[src/rtl/alu_pkg.sv]
package alu_pkg;

  typedef enum logic [3:0] {
    OP_AND  = 4'd0,
    OP_OR   = 4'd1,
    OP_ADD  = 4'd2,
    OP_SUB  = 4'd6,
    OP_SLT  = 4'd7,
    OP_SLTU = 4'd8,
    OP_SLL  = 4'd9,
    OP_SRL  = 4'd10,
    OP_LUI  = 4'd11
  } alu_op_e;

  // full adder, one bit
  function automatic logic [1:0] fa_bit(input logic x, input logic y, input logic c);
    fa_bit = {(x & y) | (c & (x ^ y)), x ^ y ^ c};
  endfunction

  // signed overflow from the carries around the sign position
  function automatic logic carry_ovf(input logic c_into_msb, input logic c_out_msb);
    carry_ovf = c_into_msb ^ c_out_msb;
  endfunction

  // signed less-than from the difference sign corrected by overflow
  function automatic logic less_signed(input logic diff_msb, input logic ovf_raw);
    less_signed = diff_msb ^ ovf_raw;
  endfunction

  // unsigned less-than: no carry out of a + ~b + 1 means a borrow happened
  function automatic logic less_unsigned(input logic c_out_msb);
    less_unsigned = ~c_out_msb;
  endfunction

endpackage

[src/rtl/alu_slice.sv]
module alu_slice
  import alu_pkg::*;
(
  input  alu_op_e op,
  input  logic    a,
  input  logic    b,
  input  logic    inv_b,
  input  logic    ci,
  output logic    sum,
  output logic    co,
  output logic    res
);

  logic       b_eff;
  logic [1:0] fa;
  logic       and_bit;
  logic       or_bit;

  assign b_eff   = b ^ inv_b;
  assign fa      = fa_bit(a, b_eff, ci);
  assign sum     = fa[0];
  assign co      = fa[1];
  assign and_bit = a & b;
  assign or_bit  = a | b;

  always_comb begin
    unique case (op)
      OP_AND:                       res = and_bit;
      OP_OR:                        res = or_bit;
      OP_ADD, OP_SUB, OP_SLT, OP_SLTU: res = sum;
      default:                      res = 1'b0;
    endcase
  end

endmodule

[src/rtl/alu_shift.sv]
module alu_shift #(
  parameter int WIDTH  = 32,
  parameter int SH_W   = $clog2(WIDTH),
  parameter bit LEFT   = 1'b1
) (
  input  logic [WIDTH-1:0] din,
  input  logic [SH_W-1:0]  amt,
  output logic [WIDTH-1:0] dout
);

  for (genvar k = 0; k < SH_W; k++) begin : stg
    localparam int STEP = 1 << k;
    logic [WIDTH-1:0] prev;
    logic [WIDTH-1:0] v;
    if (k == 0) begin : g_first
      assign prev = din;
    end else begin : g_next
      assign prev = stg[k-1].v;
    end
    if (LEFT) begin : g_left
      assign v = amt[k] ? (prev << STEP) : prev;
    end else begin : g_right
      assign v = amt[k] ? (prev >> STEP) : prev;
    end
  end

  assign dout = stg[SH_W-1].v;

endmodule

[src/rtl/slice_alu.sv]
module slice_alu
  import alu_pkg::*;
#(
  parameter int WIDTH = 32,
  parameter int SH_W  = $clog2(WIDTH)
) (
  input  logic [WIDTH-1:0] op_a,
  input  logic [WIDTH-1:0] op_b,
  input  logic [3:0]       op_sel,
  input  logic [SH_W-1:0]  shamt,
  input  logic             unsigned_mode,
  output logic [WIDTH-1:0] result,
  output logic             ovf,
  output logic             zero
);

  localparam int HALF = WIDTH / 2;

  alu_op_e          op;
  logic             sub_mode;
  logic             is_arith;
  logic [WIDTH-1:0] slice_res;
  logic [WIDTH-1:0] sum_vec;
  logic [WIDTH-1:0] shl_val;
  logic [WIDTH-1:0] shr_val;
  logic             carry_into_msb;
  logic             carry_out_msb;
  logic             ovf_raw;
  logic             lt_signed;
  logic             lt_unsigned;

  assign op       = alu_op_e'(op_sel);
  assign sub_mode = (op == OP_SUB) || (op == OP_SLT) || (op == OP_SLTU);
  assign is_arith = (op == OP_ADD) || (op == OP_SUB);

  // ripple row of identical cells, opcode broadcast to each
  for (genvar i = 0; i < WIDTH; i++) begin : slc
    logic ci;
    logic co;
    logic r;
    logic s;
    if (i == 0) begin : g_lsb
      assign ci = sub_mode;
    end else begin : g_chain
      assign ci = slc[i-1].co;
    end
    alu_slice u_bit (
      .op    (op),
      .a     (op_a[i]),
      .b     (op_b[i]),
      .inv_b (sub_mode),
      .ci    (ci),
      .sum   (s),
      .co    (co),
      .res   (r)
    );
    assign slice_res[i] = r;
    assign sum_vec[i]   = s;
  end

  assign carry_into_msb = slc[WIDTH-1].ci;
  assign carry_out_msb  = slc[WIDTH-1].co;
  assign ovf_raw        = carry_ovf(carry_into_msb, carry_out_msb);
  assign lt_signed      = less_signed(sum_vec[WIDTH-1], ovf_raw);
  assign lt_unsigned    = less_unsigned(carry_out_msb);

  alu_shift #(.WIDTH(WIDTH), .SH_W(SH_W), .LEFT(1'b1)) u_shl (
    .din  (op_a),
    .amt  (shamt),
    .dout (shl_val)
  );

  alu_shift #(.WIDTH(WIDTH), .SH_W(SH_W), .LEFT(1'b0)) u_shr (
    .din  (op_a),
    .amt  (shamt),
    .dout (shr_val)
  );

  always_comb begin
    case (op)
      OP_AND, OP_OR, OP_ADD, OP_SUB: result = slice_res;
      OP_SLT:  result = {{(WIDTH-1){1'b0}}, lt_signed};
      OP_SLTU: result = {{(WIDTH-1){1'b0}}, lt_unsigned};
      OP_SLL:  result = shl_val;
      OP_SRL:  result = shr_val;
      OP_LUI:  result = {op_b[HALF-1:0], {HALF{1'b0}}};
      default: result = '0;
    endcase
  end

  assign ovf  = is_arith & ovf_raw & ~unsigned_mode;
  assign zero = ~|result;

endmodule

[config.mk]
export PLATFORM = sky130hd
export DESIGN_NAME = slice_alu
export DESIGN_NICKNAME = d
export VERILOG_FILES = /design/src/rtl/alu_pkg.sv /design/src/rtl/alu_slice.sv /design/src/rtl/alu_shift.sv /design/src/rtl/slice_alu.sv
export SDC_FILE = /design/constraint.sdc
export NUM_CORES = 1
export LEC_CHECK = 0
export ABC_AREA = 1
export BUFFER_PORTS_ARGS = -buffer_cell sky130_fd_sc_hd__buf_2
export CORE_MARGIN = 1
export CORE_UTILIZATION = 40
export DETAILED_ROUTE_END_ITERATION = 12
export SLEW_MARGIN = 20
export SYNTH_ARGS = -nofsm -noshare
export SYNTH_HDL_FRONTEND = slang
export SYNTH_SLANG_ARGS = --single-unit
[constraint.sdc]
create_clock -name vclk -period 27.4
set_input_delay 1.37 -clock vclk [all_inputs]
set_output_delay 1.37 -clock vclk [all_outputs]
set_load 0.005 [all_outputs]
* Word-level counts from Yosys, hierarchy flattened
Index checks and enable logic that the tools add are counted.
** Operators by class
- Eq/ne operators :: 8
- Muxes and demuxes :: 43
- Bitwise gates (word level) :: 262
- Reductions and logical operators :: 8
** Operators by type and width (count)
- two-way mux 32 bit :: 10
- one-hot mux 32 bit (6 select lines) :: 1
- bitwise AND 1 bit :: 98
- bitwise XOR 1 bit :: 98
- one-hot mux 1 bit (3 select lines) :: 32
- OR 1 bit :: 64
- OR reduction 32 bit :: 1
- equality test 4 bit (second input constant) :: 4
- equality test 4 x 3 -> 1 bit (second input constant) :: 2
- OR reduction 4 bit :: 2
- equality test 4 x 1 -> 1 bit (second input constant) :: 1
- equality test 4 x 2 -> 1 bit (second input constant) :: 1
- logical NOT 4 bit :: 1
- logical OR 1 bit :: 3
- NOT 1 bit :: 2
- logical NOT 1 bit :: 1
** Storage, ports and cells
- Flip-flop bits (word level) :: 0
- Output and inout bits :: 34
- Word-level logic and storage cells :: 321

* Depth between registers and ports, before layout
Gate-level depths: netlist of run 1.
- Depth in word-level cells :: 74
- Depth in mapped cells :: 50
- Depth with buffers taken out :: 49

* Modules after synthesis
A second synthesis of run 1 with hierarchy kept.
** Unflattened totals
- Cell total of the unflattened synthesis :: 1676
- Area total of the unflattened synthesis :: 8181.6 µm²
** Modules (own cells, without submodules)
- alu_slice :: instances 32, cells each 23, area an instance 116.4 µm²
- alu_shift (u_shr) :: instances 1, cells each 361, area an instance 1609.0 µm²
- alu_shift (u_shl) :: instances 1, cells each 354, area an instance 1595.3 µm²
- slice_alu :: instances 1, cells each 225, area an instance 1253.7 µm²

* Least setup slack after synthesis of run 1
No wires, ideal clock.
- Kind :: input to output
- Start :: in op_sel[0]
- End :: out zero
- Arrival time :: 15.851 ns
- Data required time :: 26.030 ns
- Slack :: 10.179 ns
- Stages :: 47
- Buffers on the path :: 2
- Cells stage by stage :: buf_2 nor2_1 nand2_2 nand2_2 buf_2 nand2_1 o21ai_0 fa_1 fa_1 fa_1 fa_1 fa_1 fa_1 fa_1 fa_1 fa_1 fa_1 fa_1 [11 not listed] fa_1 fa_1 fa_1 fa_1 fa_1 fa_1 fa_1 fa_1 inv_1 fa_1 nor3_1 nor2_1 nand3_1 nor2_1 nand2_1 nor2_1 nand2_1 nor2_1
** On the way
- Elaborated cells on any way between the ends :: 243
- Classes of those cells :: eq/ne (8); mux (33); bitwise (195); reduce/logical (7)
** RTL lines
- start, declared :: RTL line slice_alu.sv:9 : input logic [3:0] op_sel,
- equality test 4 x 3 -> 1 bit :: RTL line alu_slice.sv:27, slice_alu.sv:33, slice_alu.sv:80
- logical OR 1 bit (2 in series) :: RTL line slice_alu.sv:33 : assign sub_mode = (op == OP_SUB) || (op == OP_SLT) || (op == OP_SLTU);
- bitwise XOR 1 bit :: RTL line alu_slice.sv:19 : assign b_eff = b ^ inv_b;
- bitwise XOR 1 bit :: RTL line alu_pkg.sv:17 : fa_bit = {(x & y) | (c & (x ^ y)), x ^ y ^ c};
- bitwise AND 1 bit :: RTL line alu_pkg.sv:17
- OR 1 bit :: RTL line alu_pkg.sv:17
- bitwise AND 1 bit :: RTL line alu_pkg.sv:17
- OR 1 bit :: RTL line alu_pkg.sv:17
- [56 not listed]
- bitwise AND 1 bit :: RTL line alu_pkg.sv:17
- OR 1 bit :: RTL line alu_pkg.sv:17
- bitwise XOR 1 bit :: RTL line alu_pkg.sv:17
- one-hot mux 1 bit (3 select lines) :: RTL line alu_slice.sv:27 : unique case (op)
- one-hot mux 32 bit (6 select lines) * :: RTL line slice_alu.sv:80 : case (op)
- named net result[31] :: RTL line slice_alu.sv:12 : output logic [WIDTH-1:0] result,
- OR reduction 32 bit * :: RTL line slice_alu.sv:92 : assign zero = ~|result;
- logical NOT 1 bit * :: RTL line slice_alu.sv:92
- end, declared :: RTL line slice_alu.sv:14 : output logic zero
The timed path passes the listed nets; every way through them passes the cells marked *.

* Final worst setup path of run 1
- Start :: in op_sel[0]
- End :: out zero
** On the way
- Longest elaborated chain between the ends :: 74
- Elaborated cells on any way between the ends :: 243
- Classes of those cells :: eq/ne (8); mux (33); bitwise (195); reduce/logical (7)
** Ends and longest elaborated chain
- equality test 4 x 3 -> 1 bit :: RTL line alu_slice.sv:27, slice_alu.sv:33, slice_alu.sv:80
- logical OR 1 bit (2 in series) :: RTL line slice_alu.sv:33
- bitwise XOR 1 bit :: RTL line alu_slice.sv:19
- bitwise XOR 1 bit :: RTL line alu_pkg.sv:17
- bitwise AND 1 bit :: RTL line alu_pkg.sv:17
- OR 1 bit :: RTL line alu_pkg.sv:17
- bitwise AND 1 bit :: RTL line alu_pkg.sv:17
- OR 1 bit :: RTL line alu_pkg.sv:17
- [57 not listed]
- OR 1 bit :: RTL line alu_pkg.sv:17
- bitwise AND 1 bit :: RTL line alu_pkg.sv:17
- OR 1 bit :: RTL line alu_pkg.sv:17
- bitwise XOR 1 bit :: RTL line alu_pkg.sv:22 : carry_ovf = c_into_msb ^ c_out_msb;
- bitwise XOR 1 bit :: RTL line alu_pkg.sv:27 : less_signed = diff_msb ^ ovf_raw;
- one-hot mux 32 bit (6 select lines) * :: RTL line slice_alu.sv:80
- OR reduction 32 bit * :: RTL line slice_alu.sv:92
- logical NOT 1 bit * :: RTL line slice_alu.sv:92
Mark *: on every way between the ends. The rest lies on a longest branch, timed or not.

==> results by group, run 1 <==
Timing
  • Final count of pins violating max slew: 0
  • Final Hold Fails: 0
  • Relative slew slack: 0.2845
  • RSZ-0062 raised after global routing: false
  • Max Freq: about 53 MHz
  • PnR worst setup slack: ~8500 ps
  • Final setup violating endpoints: 0
  • Final worst-path cycle share: 0.6902
  • TNS Setup: 0 ps
  • Hold slack: 3081 ps
  • Worst Max-Slew Pin Slew: about 1100 ps
  • Fin crit period: roughly 19000 ps

Routing
  • DRC: 0
  • Drt first pass iters: 10
  • Routed WL: between 20 and 30 mm
  • Wirelength per Cell: between 20 and 25 um
  • Via count: 8394
  • Antenna Nets Post-Route: 0
  • DR iter-0 viols: between 1000 and 1500
  • Avg Vias per Cell: between 6 and 7

GRT
  • Pin count of the biggest net entering global routing: 75
  • Total grt overflow: 0
  • First-pass GRT wire length: ~42 mm
  • Overall routing resource usage: 0.3707
  • Antenna violations before repair: 0
  • Vias in the first global route: about 7300

Placement
  • Dpl ws: ~8500 ps
  • IO buf count: roughly 110
  • Placed instance area: 0.006304 mm2
  • Routability cong.: around 1.0
  • Post-DP HPWL: 21.31 mm
  • Post-Place Cells: 1341

Setup path
  • CP Depth: 48
  • WS Path Type: input pin to output pin
  • Worst setup path end: zero
  • CP max FO: between 60 and 70
  • Worst path max stage delay: roughly 800 ps
  • Worst Path Buf+Inv: 4
  • Worst path most repeated cell: fa_1
  • Crit-path slowest cell: buf_2
  • WP data required: ~26000 ps
  • CP endpoint kind: output pin
  • CP Launch Type: input pin
  • CP top delay family: adder cells
  • Worst Path Arrival: between 15000 and 20000 ps
  • Worst Setup SP: op_sel[0]

Layout
  • Reg area: 0 um2
  • Design Area, Final: roughly 0.0063 mm2
  • Most common cell after layout, fill and taps aside: nand3_1
  • Nets: roughly 1300
  • Seq_cells: 0
  • Commonest non-fill, non-tap cells in the layout: nand3_1, nand2_1, buf_2
  • Clock buffers: 0
  • Fill count: roughly 1600
  • Syn-to-layout area delta: 7.719%
  • Final Non-Filler Cells: ~1300
  • Share of cells above drive strength 1: 0.1430
  • Ant. Diodes: 0

Hold path
  • Hold WC Path Type: input pin to output pin

Logic synthesis
  • Netlist cell types: 35
  • Area of the mapped netlist: a little under 0.006 mm2
  • Mapped Cells: roughly 1100
  • Sequential share of the synthesized area: 0
  • Yosys warnings: 0
  • Synthesized net count: approximately 1200
  • Syn avg cell area: between 5 and 6 um2

Die
  • IO Pins: 108
  • Die Ht: around 120 um
  • Core footprint: approximately 0.014 mm2
  • DIE WIDTH: about 120 um
  • Num rows: 43
  • Die area: between 0.015 and 0.02 mm2
  • Effective utilization at floorplan: 0.4151

Clock network
  • Hold_buf cts: 0
  • Number of setup buffers added after CTS: 0
  • Post_cts resized: 0

Power and ir drop
  • PwrDens: between 20 and 25 mW/mm2
  • Maximum vdd drop: 0.01483 mV
  • Static leakage: between 3 and 4 nW

Outcome
  • Status: completed

Flow run
  • Maxcap violations: 0
## report_power, final
group	leakage, nW	internal [mW]	total, mW	switching, mW
logic	3.33	0.0432	0.133	0.0901
registers	0	0	0	0
clock network	0	0	0	0
## logic make-up after synthesis
logic type,Yosys count,share of synthesized area
simple gates,819,0.6496
compound gates,53,0.05474
buf+inv,180,0.1338
fa+ha+maj,35,0.1155
xor+xnor,31,0.04640
## area by class of cell
type	count	area [um2]	share of cell area
inverter	106	399.1	0.06332
multi-input combinational	938	5071	0.8045
tap	180	225.2	0.03573
timing repair buffer	117	608.1	0.09647
## how the worst min path moves through the flow
| stage | startpoint | end | cells past startpoint |
|---|---|---|---|
| global placement | unsigned_mode | ovf | 5 |
| detailed placement | unsigned_mode | ovf | 5 |
| global route | unsigned_mode | ovf | 5 |
| floorplan | unsigned_mode | ovf | 3 |
| CTS | unsigned_mode | ovf | 5 |
| finish | unsigned_mode | ovf | 5 |
## cells in the mapped netlist (3+ instances only)
master    count  area share
a21oi_1      25       0.021
nand2_1     231        0.15
buf_4         3      0.0038
o211ai_1      5      0.0064
clkbuf_1     24       0.015
nand3_2      10       0.017
fa_1         32        0.11
buf_1         4      0.0026
clkinv_1      3      0.0019
xnor2_1      14       0.021
buf_2        37       0.032
nand4_1      15       0.016
nor2_1      102       0.065
inv_1        91       0.058
nor3_1       13       0.011
buf_6         5      0.0096
nand3_1     430        0.37
inv_2        11      0.0071
a21oi_2       8       0.012
a21boi_0      3      0.0038
nor2_2       10       0.011
o21ai_0       8      0.0068
xor2_1       17       0.025
## stage by stage
step           total power, mW    util
2_1_floorplan          0.08846       -
3_3_place_gp            0.1292  0.4472
3_5_place_dp            0.1292  0.4472
4_1_cts                 0.1298  0.4472
5_1_grt                 0.1472  0.4472
6_report                0.1333  0.4472
## layer usage
layer | vias up | GRT usage | share of wire
met3 | 117 | 0.05904 | 0.13
met1 | 3798 | 0.5358 | 0.41
met4 | 0 | 0.1479 | 0.052
met2 | 652 | 0.5435 | 0.41
li1 | 3827 | - | -
met5 | - | 0 | 0
Note: power is estimated with default switching activity, not from simulation.
==> inputs of run 2 (changes only) <==
==> constraint.sdc (replaced) <==
create_clock -name vclk -period 17.94
set_input_delay 0.897 -clock vclk [all_inputs]
set_output_delay 0.897 -clock vclk [all_outputs]
set_load 0.005 [all_outputs]
==> run 2 against run 1 <==
Net effect:
- critical endpoint unchanged
- worst setup slack got worse by 7500 ps
- clock-buffer cell count is the same
- worst hold slack worse by 920 ps
- critical path type unchanged
- sequential share of layout area unchanged
- die area is the same
- core utilization increased by 0.11 points
- design area increased by 0.24%
- total power increased by 53%
- via count fell by 1.1%
- wire length down 0.63%
==> results by group, run 2 (synthesis gave the netlist of run 1 again) <==
Clock network
  • Hold_buf cts: 0 (unchanged)
  • Number of setup buffers added after CTS: 0 (unchanged)
  • Post_cts resized: 0 (unchanged)

Die
  • Die Ht: 123.0 um (unchanged)
  • IO Pins: 108 (unchanged)
  • DIE WIDTH: 123.0 um (unchanged)
  • Num rows: 43 (unchanged)
  • Core footprint: 0.01410 mm2 (unchanged)
  • Effective utilization at floorplan: 0.4151 (unchanged)
  • Die area: 0.01512 mm2 (unchanged)

Placement
  • Post-DP HPWL: 21.21 mm (-0.44%)
  • Routability cong.: 1.009 (-1.1%)
  • Post-Place Cells: 1343 (+0.15%)
  • IO buf count: 108 (unchanged)
  • Dpl ws: 927.5 ps (-7568 ps)

Setup path
  • Worst Path Arrival: 16060 ps (-1480 ps)
  • Worst path most repeated cell: fa_1
  • CP endpoint kind: output pin
  • WP data required: 17040 ps (-8990 ps)
  • CP top delay family: adder cells
  • CP max FO: 4 (-94%)
  • CP Launch Type: input pin
  • Crit-path slowest cell: fa_1
  • WS Path Type: input pin to output pin
  • Worst path max stage delay: 460 ps (-340 ps)
  • Worst Path Buf+Inv: 5 (+1)

Routing
  • DR iter-0 viols: 1419 (+1.7%)
  • Via count: 8300 (-1.1%)
  • M1 WL: 11.21 mm (-2.9%)
  • DRC: 0 (unchanged)
  • Uppermost layer routed: met4
  • Antenna Nets Post-Route: 0 (unchanged)
  • Drt first pass iters: 7 (-3)
  • Avg Vias per Cell: 6.180 (-1.3%)
  • Detail Route met2 WL: 11.34 mm (-1.0%)
  • Routed WL: 27.84 mm (-0.63%)
  • Met3 Routed Length: 3.612 mm (+1.3%)
  • Wirelength per Cell: 20.73 um (-0.78%)

GRT
  • Overall routing resource usage: 0.3748 (+0.004115)
  • Total grt overflow: 0 (unchanged)
  • First-pass GRT wire length: 42.51 mm (+0.93%)
  • Pin count of the biggest net entering global routing: 75 (unchanged)
  • Vias in the first global route: 7405 (+1.9%)
  • Antenna violations before repair: 0 (unchanged)

Layout
  • Fill count: 1647 (+0.061%)
  • Ant. Diodes: 0 (unchanged)
  • Most common cell after layout, fill and taps aside: nand3_1
  • Reg area: 0 um2 (unchanged)
  • Syn-to-layout area delta: 7.975%
  • Share of cells above drive strength 1: 0.1445 (+0.001474)
  • Clock buffers: 0 (unchanged)
  • Final Non-Filler Cells: 1343 (+0.15%)
  • Seq_cells: 0 (unchanged)
  • Post-layout util: 0.4483 (+0.001065)
  • Nets: 1273 (+0.16%)
  • Commonest non-fill, non-tap cells in the layout: nand3_1, nand2_1, buf_2

Power and ir drop
  • Net switching power: 0.1374 mW (+53%)
  • Pint: 0.06612 mW (+53%)
  • Combinational power share: 1.000 (about the same)
  • PwrDens: 32.22 mW/mm2 (+52%)
  • Maximum vdd drop: 0.02580 mV (+74%)
  • Switching Fraction: 0.6751 (about the same)
  • Total power: 0.2036 mW (+53%)
  • Clk pwr share: 0 (unchanged)
  • Sequential share of power: 0 (unchanged)
  • Static leakage: 3.336 nW (+0.30%)

Outcome
  • Status: completed

Timing
  • Fin crit period: between 15000 and 20000 ps
  • Final worst-path cycle share: 0.9453
  • Final count of pins violating max slew: 0 (unchanged)
  • Final Hold Fails: 0 (unchanged)
  • Max Freq: just under 60 MHz
  • TNS Setup: 0 ps (unchanged)
  • Worst Max-Slew Pin Slew: 919.6 ps (-153.7 ps)
  • PnR worst setup slack: 980.6 ps (-7507 ps)
  • Final setup violating endpoints: 0 (unchanged)
  • RSZ-0062 raised after global routing: false
  • Relative slew slack: 0.3863 (+0.1018)

Hold path
  • Hold WC Path Type: input pin to output pin

Flow run
  • Maxcap violations: 0 (unchanged)
[run 2: final timing paths]
kind,from,end,slack [ps],depth (start not counted)
worst max-delay path,op_sel[2],zero,980,48
worst min-delay path,unsigned_mode,ovf,2160,5
[run 2: power by group through the flow]
| stage | logic (mW) | clock network, mW | registers (mW) |
|---|---|---|---|
| finish | 0.204 | 0 | 0 |
| floorplan | 0.135 | 0 | 0 |
| global placement | 0.198 | 0 | 0 |
| CTS | 0.198 | 0 | 0 |
| global route | 0.226 | 0 | 0 |
| detailed placement | 0.197 | 0 | 0 |
[run 2: final cells by class]
| cell class | instances | area (um2) | share of cell area |
|---|---|---|---|
| well taps | 180 | 225.2 | 0.03564 |
| repair buffers | 119 | 623.1 | 0.09861 |
| inverters | 106 | 399.1 | 0.06317 |
| multi-input cells | 938 | 5071 | 0.8026 |
[run 2: routing by layer]
metal / vias up / track usage
met4: 0 / 0.1799
met2: 613 / 0.5488
met1: 3757 / 0.5129
met5: - / 0
met3: 106 / 0.08994
li1: 3824 / -
[run 2: stage by stage]
stage / hold WS [ps] / area [um2]
after CTS: 2163 / 6319
after global routing: 2184 / 6319
final: 2165 / 6319
after global placement: 2163 / 6319
after floorplan: 1913 / 5852
after detailed placement: 2158 / 6319
